### config.mk
export PLATFORM = sky130hd
export DESIGN_NAME = acc_gate
export DESIGN_NICKNAME = d
export VERILOG_FILES = /design/src/rtl/acc_gate_pkg.sv /design/src/rtl/acc_gate_match.sv /design/src/rtl/acc_gate_decide.sv /design/src/rtl/acc_gate_out.sv /design/src/rtl/acc_gate.sv
export SDC_FILE = /design/constraint.sdc
export NUM_CORES = 1
export LEC_CHECK = 0
export BUFFER_PORTS_ARGS = -buffer_cell sky130_fd_sc_hd__buf_2
export CORE_MARGIN = 5
export CORE_UTILIZATION = 34
export DETAILED_ROUTE_END_ITERATION = 6
export PLACE_DENSITY = 0.78
export SETUP_SLACK_MARGIN = 0.4
export SYNTH_ARGS = -nofsm -noshare
export SYNTH_HDL_FRONTEND = slang
export SYNTH_SLANG_ARGS = --single-unit
### constraint.sdc
create_clock -name clk -period 1.25 [get_ports clk]
set_input_delay 0.125 -clock clk [delete_from_list [all_inputs] [get_ports clk]]
set_output_delay 0.125 -clock clk [all_outputs]
set_load 0.01 [all_outputs]
### src/rtl/acc_gate_pkg.sv
// Shared types for the trap-control register access gate.
// Assumes: exception level is a 2-bit number 0..3.
package acc_gate_pkg;

    // Verdict kinds; the index order matches the one-hot flag vector.
    typedef enum logic [2:0] {
        OUT_NOSEL  = 3'd0,
        OUT_DIRECT = 3'd1,
        OUT_REDIR  = 3'd2,
        OUT_TRAP2  = 3'd3,
        OUT_TRAP3  = 3'd4,
        OUT_UNDEF  = 3'd5
    } outcome_e;

    localparam int NUM_OUTCOMES = 6;

    // Privilege-state snapshot that travels with a request.
    typedef struct packed {
        logic [1:0] el;
        logic       el2_en;
        logic       el3_here;
        logic       nv;
        logic       nv2;
        logic       fgt_en2;
        logic       halted;
        logic       sdd;
        logic       sdd_prio;
    } priv_t;

endpackage

### src/rtl/acc_gate_match.sv
// Encoding matcher: compares the five encoding fields with the
// register's own encoding. Purely combinational.
// Assumes: field widths are fixed by the instruction format.
module acc_gate_match #(
    parameter logic [1:0] SEL_OP0 = 2'b11,
    parameter logic [2:0] SEL_OP1 = 3'b100,
    parameter logic [3:0] SEL_CRN = 4'b0011,
    parameter logic [3:0] SEL_CRM = 4'b0001,
    parameter logic [2:0] SEL_OP2 = 3'b001
) (
    input  logic [1:0] op0,
    input  logic [2:0] op1,
    input  logic [3:0] crn,
    input  logic [3:0] crm,
    input  logic [2:0] op2,
    output logic       hit
);
    localparam int NFIELD = 5;

    logic [NFIELD-1:0] field_eq;

    // Per-field equality.
    always_comb begin
        field_eq[0] = (op0 == SEL_OP0);
        field_eq[1] = (op1 == SEL_OP1);
        field_eq[2] = (crn == SEL_CRN);
        field_eq[3] = (crm == SEL_CRM);
        field_eq[4] = (op2 == SEL_OP2);
    end

    assign hit = &field_eq;
endmodule

### src/rtl/acc_gate_decide.sv
// Priority decision chain: turns a hit plus the privilege snapshot
// into one verdict kind. Purely combinational.
// Assumes: when hit is low the verdict is "not selected" regardless
// of privilege state; FEAT_PRESENT=0 models a build without the feature.
module acc_gate_decide
    import acc_gate_pkg::*;
#(
    parameter bit FEAT_PRESENT = 1'b1
) (
    input  logic     hit,
    input  priv_t    priv,
    output outcome_e verdict
);
    logic el2_redirect;
    logic el2_nv_trap;
    logic hi_undef;
    logic el3_gate;
    logic debug_block;

    // Condition terms shared by the EL1 and EL2 branches.
    always_comb begin
        el2_redirect = priv.el2_en && priv.nv && priv.nv2;
        el2_nv_trap  = priv.el2_en && priv.nv;
        el3_gate     = priv.el3_here && !priv.fgt_en2;
        debug_block  = priv.halted && priv.sdd;
        hi_undef     = debug_block && priv.sdd_prio && el3_gate;
    end

    // Ordered chain, highest priority first.
    always_comb begin
        if (!hit) begin
            verdict = OUT_NOSEL;
        end else if (!FEAT_PRESENT) begin
            verdict = OUT_UNDEF;
        end else begin
            unique case (priv.el)
                2'd0: verdict = OUT_UNDEF;
                2'd1: begin
                    if (el2_redirect)     verdict = OUT_REDIR;
                    else if (el2_nv_trap) verdict = OUT_TRAP2;
                    else                  verdict = OUT_UNDEF;
                end
                2'd2: begin
                    if (hi_undef)         verdict = OUT_UNDEF;
                    else if (el3_gate)    verdict = debug_block ? OUT_UNDEF : OUT_TRAP3;
                    else                  verdict = OUT_DIRECT;
                end
                default: verdict = OUT_DIRECT;
            endcase
        end
    end
endmodule

### src/rtl/acc_gate_out.sv
// Output stage: registers the verdict as a one-hot flag vector,
// the syndrome and the redirect offset.
// Assumes: one verdict per valid cycle; synchronous active-low reset.
module acc_gate_out
    import acc_gate_pkg::*;
#(
    parameter int          SYN_W   = 6,
    parameter int          OFF_W   = 12,
    parameter logic [SYN_W-1:0] TRAP_SYN = 6'h18,
    parameter logic [OFF_W-1:0] MEM_OFF  = 12'h1B0
) (
    input  logic                    clk,
    input  logic                    rst_n,
    input  logic                    in_valid,
    input  logic                    in_write,
    input  outcome_e                verdict,
    output logic                    out_valid,
    output logic                    out_write,
    output logic [NUM_OUTCOMES-1:0] out_flags,
    output logic [SYN_W-1:0]        out_syn,
    output logic [OFF_W-1:0]        out_off
);
    logic [NUM_OUTCOMES-1:0] flags_d;

    // One-hot decode of the verdict, one comparator per outcome.
    genvar gi;
    generate
        for (gi = 0; gi < NUM_OUTCOMES; gi++) begin : g_dec
            assign flags_d[gi] = in_valid && (verdict == outcome_e'(gi));
        end
    endgenerate

    // Single register stage for all response fields.
    always_ff @(posedge clk) begin
        if (!rst_n) begin
            out_valid <= 1'b0;
            out_write <= 1'b0;
            out_flags <= '0;
            out_syn   <= '0;
            out_off   <= '0;
        end else begin
            out_valid <= in_valid;
            out_write <= in_valid && in_write;
            out_flags <= flags_d;
            out_syn   <= (in_valid && (verdict == OUT_TRAP2 || verdict == OUT_TRAP3))
                         ? TRAP_SYN : '0;
            out_off   <= (in_valid && verdict == OUT_REDIR) ? MEM_OFF : '0;
        end
    end

    // exactly one flag per valid response, none otherwise.
    a_r10_one_flag: assert property (@(posedge clk) disable iff (!rst_n)
        out_valid |-> $onehot(out_flags));
    a_r2_idle_quiet: assert property (@(posedge clk) disable iff (!rst_n)
        !out_valid |-> (out_flags == '0 && out_syn == '0 && out_off == '0));
    // syndrome present exactly on traps.
    a_r10_syn_on_trap: assert property (@(posedge clk) disable iff (!rst_n)
        (out_syn != '0) == (out_flags[OUT_TRAP2] || out_flags[OUT_TRAP3]));
    // redirect carries the slot offset.
    a_r5_redirect_off: assert property (@(posedge clk) disable iff (!rst_n)
        out_flags[OUT_REDIR] |-> out_off == MEM_OFF);
endmodule

### src/rtl/acc_gate.sv
// Top of the trap-control register access gate: match, decide,
// register. Verdict is due one cycle after the request.
// Assumes: request fields are stable in the cycle req_valid is high.
module acc_gate
    import acc_gate_pkg::*;
#(
    parameter bit          FEAT_PRESENT = 1'b1,
    parameter int          SYN_W        = 6,
    parameter int          OFF_W        = 12,
    parameter logic [SYN_W-1:0] TRAP_SYN = 6'h18,
    parameter logic [OFF_W-1:0] MEM_OFF  = 12'h1B0
) (
    input  logic             clk,
    input  logic             rst_n,
    input  logic             req_valid,
    input  logic             req_write,
    input  logic [1:0]       req_op0,
    input  logic [2:0]       req_op1,
    input  logic [3:0]       req_crn,
    input  logic [3:0]       req_crm,
    input  logic [2:0]       req_op2,
    input  logic [1:0]       cur_el,
    input  logic             el2_en,
    input  logic             el3_here,
    input  logic             nv,
    input  logic             nv2,
    input  logic             fgt_en2,
    input  logic             halted,
    input  logic             sdd,
    input  logic             sdd_prio,
    output logic             res_valid,
    output logic             res_write,
    output logic             res_nosel,
    output logic             res_direct,
    output logic             res_redirect,
    output logic             res_trap_el2,
    output logic             res_trap_el3,
    output logic             res_undef,
    output logic [SYN_W-1:0] res_syndrome,
    output logic [OFF_W-1:0] res_mem_off
);
    logic                    enc_hit;
    priv_t                   priv;
    outcome_e                verdict;
    logic [NUM_OUTCOMES-1:0] flags;

    // Bundle the privilege snapshot.
    always_comb begin
        priv.el       = cur_el;
        priv.el2_en   = el2_en;
        priv.el3_here = el3_here;
        priv.nv       = nv;
        priv.nv2      = nv2;
        priv.fgt_en2  = fgt_en2;
        priv.halted   = halted;
        priv.sdd      = sdd;
        priv.sdd_prio = sdd_prio;
    end

    acc_gate_match u_match (
        .op0 (req_op0),
        .op1 (req_op1),
        .crn (req_crn),
        .crm (req_crm),
        .op2 (req_op2),
        .hit (enc_hit)
    );

    acc_gate_decide #(.FEAT_PRESENT(FEAT_PRESENT)) u_decide (
        .hit     (enc_hit),
        .priv    (priv),
        .verdict (verdict)
    );

    acc_gate_out #(
        .SYN_W    (SYN_W),
        .OFF_W    (OFF_W),
        .TRAP_SYN (TRAP_SYN),
        .MEM_OFF  (MEM_OFF)
    ) u_out (
        .clk       (clk),
        .rst_n     (rst_n),
        .in_valid  (req_valid),
        .in_write  (req_write),
        .verdict   (verdict),
        .out_valid (res_valid),
        .out_write (res_write),
        .out_flags (flags),
        .out_syn   (res_syndrome),
        .out_off   (res_mem_off)
    );

    // Fan the one-hot vector out to named ports.
    assign res_nosel    = flags[OUT_NOSEL];
    assign res_direct   = flags[OUT_DIRECT];
    assign res_redirect = flags[OUT_REDIR];
    assign res_trap_el2 = flags[OUT_TRAP2];
    assign res_trap_el3 = flags[OUT_TRAP3];
    assign res_undef    = flags[OUT_UNDEF];

    // a selected EL0 request is undefined next cycle.
    a_r4_el0_undef: assert property (@(posedge clk) disable iff (!rst_n)
        (req_valid && enc_hit && cur_el == 2'd0) |=> res_undef);
    // a selected EL3 request is direct next cycle (feature present).
    a_r9_el3_direct: assert property (@(posedge clk) disable iff (!rst_n)
        (FEAT_PRESENT && req_valid && enc_hit && cur_el == 2'd3) |=> res_direct);
    // an unmatched encoding yields only the not-selected flag.
    a_r1_nosel: assert property (@(posedge clk) disable iff (!rst_n)
        (req_valid && !enc_hit) |=> (res_nosel && res_syndrome == '0 && res_mem_off == '0));
    // valid follows the request by one cycle.
    a_r2_latency: assert property (@(posedge clk) disable iff (!rst_n)
        req_valid |=> res_valid);
endmodule

==> results of run 1 <==
cells in the mapped netlist (all sizes together), types with 2 or more instances:
| cell type | number |
|---|---|
| inv | 2 |
| nor4 | 2 |
| nand2 | 3 |
| nand2b | 2 |
| buf | 17 |
| dfxtp | 9 |
| nor4b | 3 |
| nor3 | 2 |
stage by stage:
step / area, µm² / setup slack, ns / power [mW] / hold WS, ns
after floorplan: 589 / 0.363 / 0.377 / 0.271
after global placement: 692 / 0.188 / 0.403 / 0.358
after detailed placement: 692 / 0.191 / 0.406 / 0.362
after CTS: 721 / 0.380 / 0.619 / 0.101
after global routing: 737 / 0.353 / 0.650 / 0.113
final: 737 / 0.383 / 0.610 / 0.107
layer usage:
metal  GRT usage [%]  up-vias  routed length (µm)
met5               0        -                   0
met4            3.93        0                   0
met3            2.96        0                 150
met2            16.7       33                 617
met1            8.11      198                 384
li1                -      232                   -
cells in the final DEF (no fill, tap or decap), drive strengths merged, types with 2 or more instances in the layout:
cell type / n
nand2b: 2
nor4: 2
clkbuf: 3
dfxtp: 9
buf: 42
nand2: 3
nor4b: 3
nor3: 2
conb: 12
inv: 2
state kept, by name, indices dropped and copies added (netlist names):
name	cells
u_out.out_write	1
u_out.out_valid	1
u_out.out_syn	1
u_out.out_flags	6
cell type report:
type / instances / area share [%]
multi-input cells: 35 / 38.0
repair buffers: 42 / 29.4
flip-flops and latches: 9 / 25.1
clock buffers: 3 / 3.06
well taps: 16 / 2.72
inverters: 2 / 1.02
clock inverters: 1 / 0.679
path summary, 6_finish.rpt:
path                               start  cells after the start               to  slack [ns]
worst max-delay path  u_out.out_flags[2]                      1   res_mem_off[8]        0.38
worst min-delay path           req_write                      2  u_out.out_write        0.11
cells by family (layout without fill, tap and decap cells):
family,count (synthesis),after routing
simple gates,19,19
buf+inv,19,48
flops,9,9
compound gates,4,4
other cells,1,12
power by group through the flow:
| stage | sequential [mW] | clock [mW] | combinational, mW |
|---|---|---|---|
| 2_1_floorplan | 0.302 | 0 | 0.0750 |
| 3_3_place_gp | 0.299 | 0 | 0.104 |
| 3_5_place_dp | 0.299 | 0 | 0.108 |
| 4_1_cts | 0.292 | 0.219 | 0.108 |
| 5_1_grt | 0.291 | 0.237 | 0.122 |
| 6_report | 0.290 | 0.210 | 0.110 |
timing repair:
action,in CTS,in global routing
setup endpoints to repair,5,10
hold buffers,0,0
resized for setup,1,4
==> results.json, run 1 <==
{
  "synthCells": 52,
  "critical_path_buf_inv_count": 1,
  "final_cells": 108,
  "drive_above_1_share_pct": 60.9,
  "fillers": 159,
  "htreeDepth": 1,
  "path_delay_family": "flip-flops",
  "yosysTopAreaCell": "dfxtp_1",
  "path_clk_slew_ns": 0.06,
  "hp-class": "primary input to register",
  "drc_errors": 0,
  "nets": 123,
  "multiInputGateArea_um2": 280,
  "antenna_cells": 0,
  "grt_pass1_vias": 451,
  "synth-compound-area-share_pct": 5.94,
  "cts_buffers": 3,
  "path_max_fanout": 5,
  "yosysWarnings": 0,
  "syn_avg_cell_area_um2": 10.5,
  "ys_types": 21,
  "grt_util_all_layers_pct": 8.74,
  "drt_iter0_drc": 1,
  "synth_mux_area_share_pct": 0,
  "maxSlewViolCount": 0,
  "p_switching_mw": 0.150,
  "fin_tns_setup_ns": 0,
  "leakagePower_nw": 0.412,
  "die_h_um": 50.1,
  "synth_edf_count": 0,
  "synth_area_um2": 548,
  "area.growth.synth_to_final_pct": 34.5,
  "finalCritPeriodShare_pct": 69.3,
  "max_freq_ghz": 1.15,
  "path_cells": "buf_2",
  "grt_pass1_wl_um": 1710,
  "cpPeakStageDelay_ns": 0.35,
  "cts_root_buf": "clkbuf_4",
  "vias_per_cell": 4.29,
  "start_kind": "register",
  "core.rowCount": 14,
  "register_area_um2": 185,
  "cts.sinks": 9,
  "pin_count": 56,
  "grt_start_max_net_pins": 8,
  "cp_data_required_time_ns": 1.12,
  "slowest_stage": "dfxtp_4",
  "numPortBuffers": 42,
  "fin_crit_ns": 0.867,
  "routed_wl_um": 1150,
  "cts_max_path_buffers": 2,
  "die_area_um2": 2510,
  "vias": 463,
  "antenna_found_initial": 0,
  "p_comb_share_pct": 18.0,
  "final-setup-viol-count": 0,
  "place_inst": 104,
  "synth_async_sr_flop_share_pct": 0,
  "wl_per_cell_um": 10.7,
  "antenna_left": 0,
  "floorplan.initialDensity_pct": 36.0,
  "grt-ovfl-total": 0,
  "drt-pass1-iter-count": 4,
  "rsz0062_at_grt": "yes",
  "die_x_um": 50.1,
  "powerDensity_nw_per_um2": 828,
  "crit_path_end_kind": "primary output",
  "cts_tree": "built",
  "drv_cap": 0,
  "synthSimpleGateAreaFrac_pct": 35.8,
  "synth_top_family_by_area": "simple AND/OR/NAND/NOR gates",
  "synthFlopType": "dfxtp_1",
  "ir_worst_vdd_mv": 0.255,
  "critPathKind": "register to primary output",
  "critical_path_arrival_ns": 0.74,
  "switching_share_pct": 24.6,
  "p_clk_share_pct": 34.4,
  "ys_ff_latch": 9,
  "synthTopCellsByArea": "dfxtp_1, buf_4, nor4b_4",
  "status": "finished clean",
  "gp_congestion": 0.649,
  "core_area_um2": 1520,
  "netlist.area_leader.share_pct": 32.9,
  "fin_util_pct": 48.4,
  "p_int_mw": 0.460,
  "seqPwrFrac_pct": 47.5,
  "synth_fa_ha_area_share_pct": 0,
  "finalHoldViolations": 0,
  "place_hpwl_um": 1060,
  "post_cts_buffers": 0,
  "seq_area_frac_synth_pct": 32.9,
  "synth-xor-area-share_pct": 0
}
Power figures use the tool's default switching activity.
==> run 2: changes to the inputs <==
==> constraint.sdc (replaced) <==
create_clock -name clk -period 0.9 [get_ports clk]
set_input_delay 0.09 -clock clk [delete_from_list [all_inputs] [get_ports clk]]
set_output_delay 0.09 -clock clk [all_outputs]
set_load 0.01 [all_outputs]
==> run 2 against run 1 <==
  * Sequential power rose by 39%
  * Flip-flop and latch count did not move
  * Clock power rose by 47%
  * Global-route usage rose by 0.79 points
  * Critical path type unchanged
  * Wire length increased by 15%
==> results.json, run 2 (synthesis gave the netlist of run 1 again) <==
{
  "status": "finished clean",
  "largest_reg_flops": 6,
  "wl_per_cell_um": 11.8,
  "antenna_cells": 0,
  "top_register": "u_out.out_flags",
  "cts_max_path_buffers": 2,
  "start_kind": "register",
  "numPortBuffers": 42,
  "path_max_fanout": 5,
  "vias": 485,
  "grt_pass1_vias": 466,
  "antenna_left": 0,
  "die_area_um2": 2510,
  "floorplan.initialDensity_pct": 36.0,
  "placed_cell_area_um2": 701,
  "area.growth.synth_to_final_pct": 52.1,
  "ir_worst_vdd_mv": 0.425,
  "hp-start": "req_write",
  "place_inst": 105,
  "die_h_um": 50.1,
  "crit_path_end_kind": "primary output",
  "leakagePower_nw": 0.458,
  "maxSlewViolCount": 0,
  "cts.sinks": 9,
  "finalCritPeriodShare_pct": 93.0,
  "drive_above_1_share_pct": 66.7,
  "grt_start_max_net_pins": 8,
  "final_cells": 112,
  "slowest_stage": "dfxtp_4",
  "pin_count": 56,
  "hold_depth": 2,
  "drv_cap": 0,
  "final_area_um2": 833,
  "critPathKind": "register to primary output",
  "ctsHoldBuffers": 0,
  "whs_ns": 0.0604,
  "htreeDepth": 1,
  "path_cells": "buf_2",
  "cp_data_required_time_ns": 0.81,
  "place_hpwl_um": 1080,
  "grt-ovfl-total": 0,
  "routed_wl_um": 1320,
  "drc_errors": 0,
  "critical_path_arrival_ns": 0.75,
  "rsz0062_at_grt": "yes",
  "nets": 127,
  "drt-pass1-iter-count": 3,
  "power_mw": 0.882,
  "vias_per_cell": 4.33,
  "grt_pass1_wl_um": 1880,
  "antenna_found_initial": 0,
  "cpPeakStageDelay_ns": 0.35,
  "final-setup-viol-count": 0,
  "path_delay_family": "flip-flops",
  "core.rowCount": 14,
  "max_freq_ghz": 1.20,
  "grt_util_all_layers_pct": 9.53,
  "die_x_um": 50.1,
  "fin_crit_ns": 0.837,
  "critical_path_buf_inv_count": 1,
  "core_area_um2": 1520,
  "final_common_cell": "buf_2",
  "gp_congestion": 0.651,
  "min_to": "u_out.out_write",
  "cts_root_buf": "clkbuf_4",
  "hp-class": "primary input to register",
  "cts_buffers": 3,
  "powerDensity_nw_per_um2": 1060,
  "layout_common_cells": "buf_2, conb_1, buf_6",
  "finalHoldViolations": 0,
  "path_clk_slew_ns": 0.06,
  "cts_tree": "built",
  "drt_iter0_drc": 2
}
[run 2: changes by cell type in the layout (fill, tap and decap cells not counted), sizes merged]
cell | before | now
buf | 42 | 46
[run 2: how the worst max path moves through the flow]
| stage | startpoint | end | slack [ns] | cells past startpoint |
|---|---|---|---|---|
| after floorplan | req_op2[2] | u_out.out_flags[5] | 0.05 | 3 |
| after global placement | cur_el[0] | u_out.out_syn[3] | -0.14 | 4 |
| after detailed placement | cur_el[0] | u_out.out_syn[3] | -0.17 | 4 |
| after CTS | u_out.out_flags[2] | res_mem_off[7] | 0.06 | 1 |
| after global routing | u_out.out_flags[2] | res_redirect | 0.02 | 1 |
| final | u_out.out_flags[2] | res_mem_off[5] | 0.06 | 1 |
[run 2: metrics by stage]
| stage | util (%) | setup TNS (ns) | setup WS (ns) |
|---|---|---|---|
| floorplan | - | 0 | 0.0486 |
| CTS | 51.5 | 0 | 0.0551 |
| detailed placement | 46.0 | -0.726 | -0.167 |
| finish | 54.7 | 0 | 0.0633 |
| global placement | 46.0 | -0.557 | -0.138 |
| global route | 54.7 | 0 | 0.0213 |
[run 2: repair_timing]
item	CTS	global route
gates resized for setup	11	6
endpoints found under the setup margin	21	21
buffers inserted	0	3
pin swaps	2	4
[run 2: final cells by class]
class,count,area [µm²]
Fill cell,132,691
Sequential cell,9,185
Timing Repair Buffer,46,289
Tap cell,16,20.0
Inverter,2,7.51
Clock inverter,1,5.00
Clock buffer,3,22.5
Multi-Input combinational cell,35,304
[run 2: per-layer routing]
metal | up-vias | part of all wire, % | GRT usage, %
met1 | 210 | 31 | 9.39
met5 | - | 0 | 0
met4 | 0 | 1.8 | 6.55
met2 | 31 | 56 | 17.8
li1 | 242 | - | -
met3 | 2 | 11 | 1.48
[run 2: where the power goes]
group | switching (mW) | total [mW] | internal [mW]
registers | 0.00102 | 0.403 | 0.402
clock network | 0.144 | 0.308 | 0.164
logic | 0.0832 | 0.171 | 0.0879
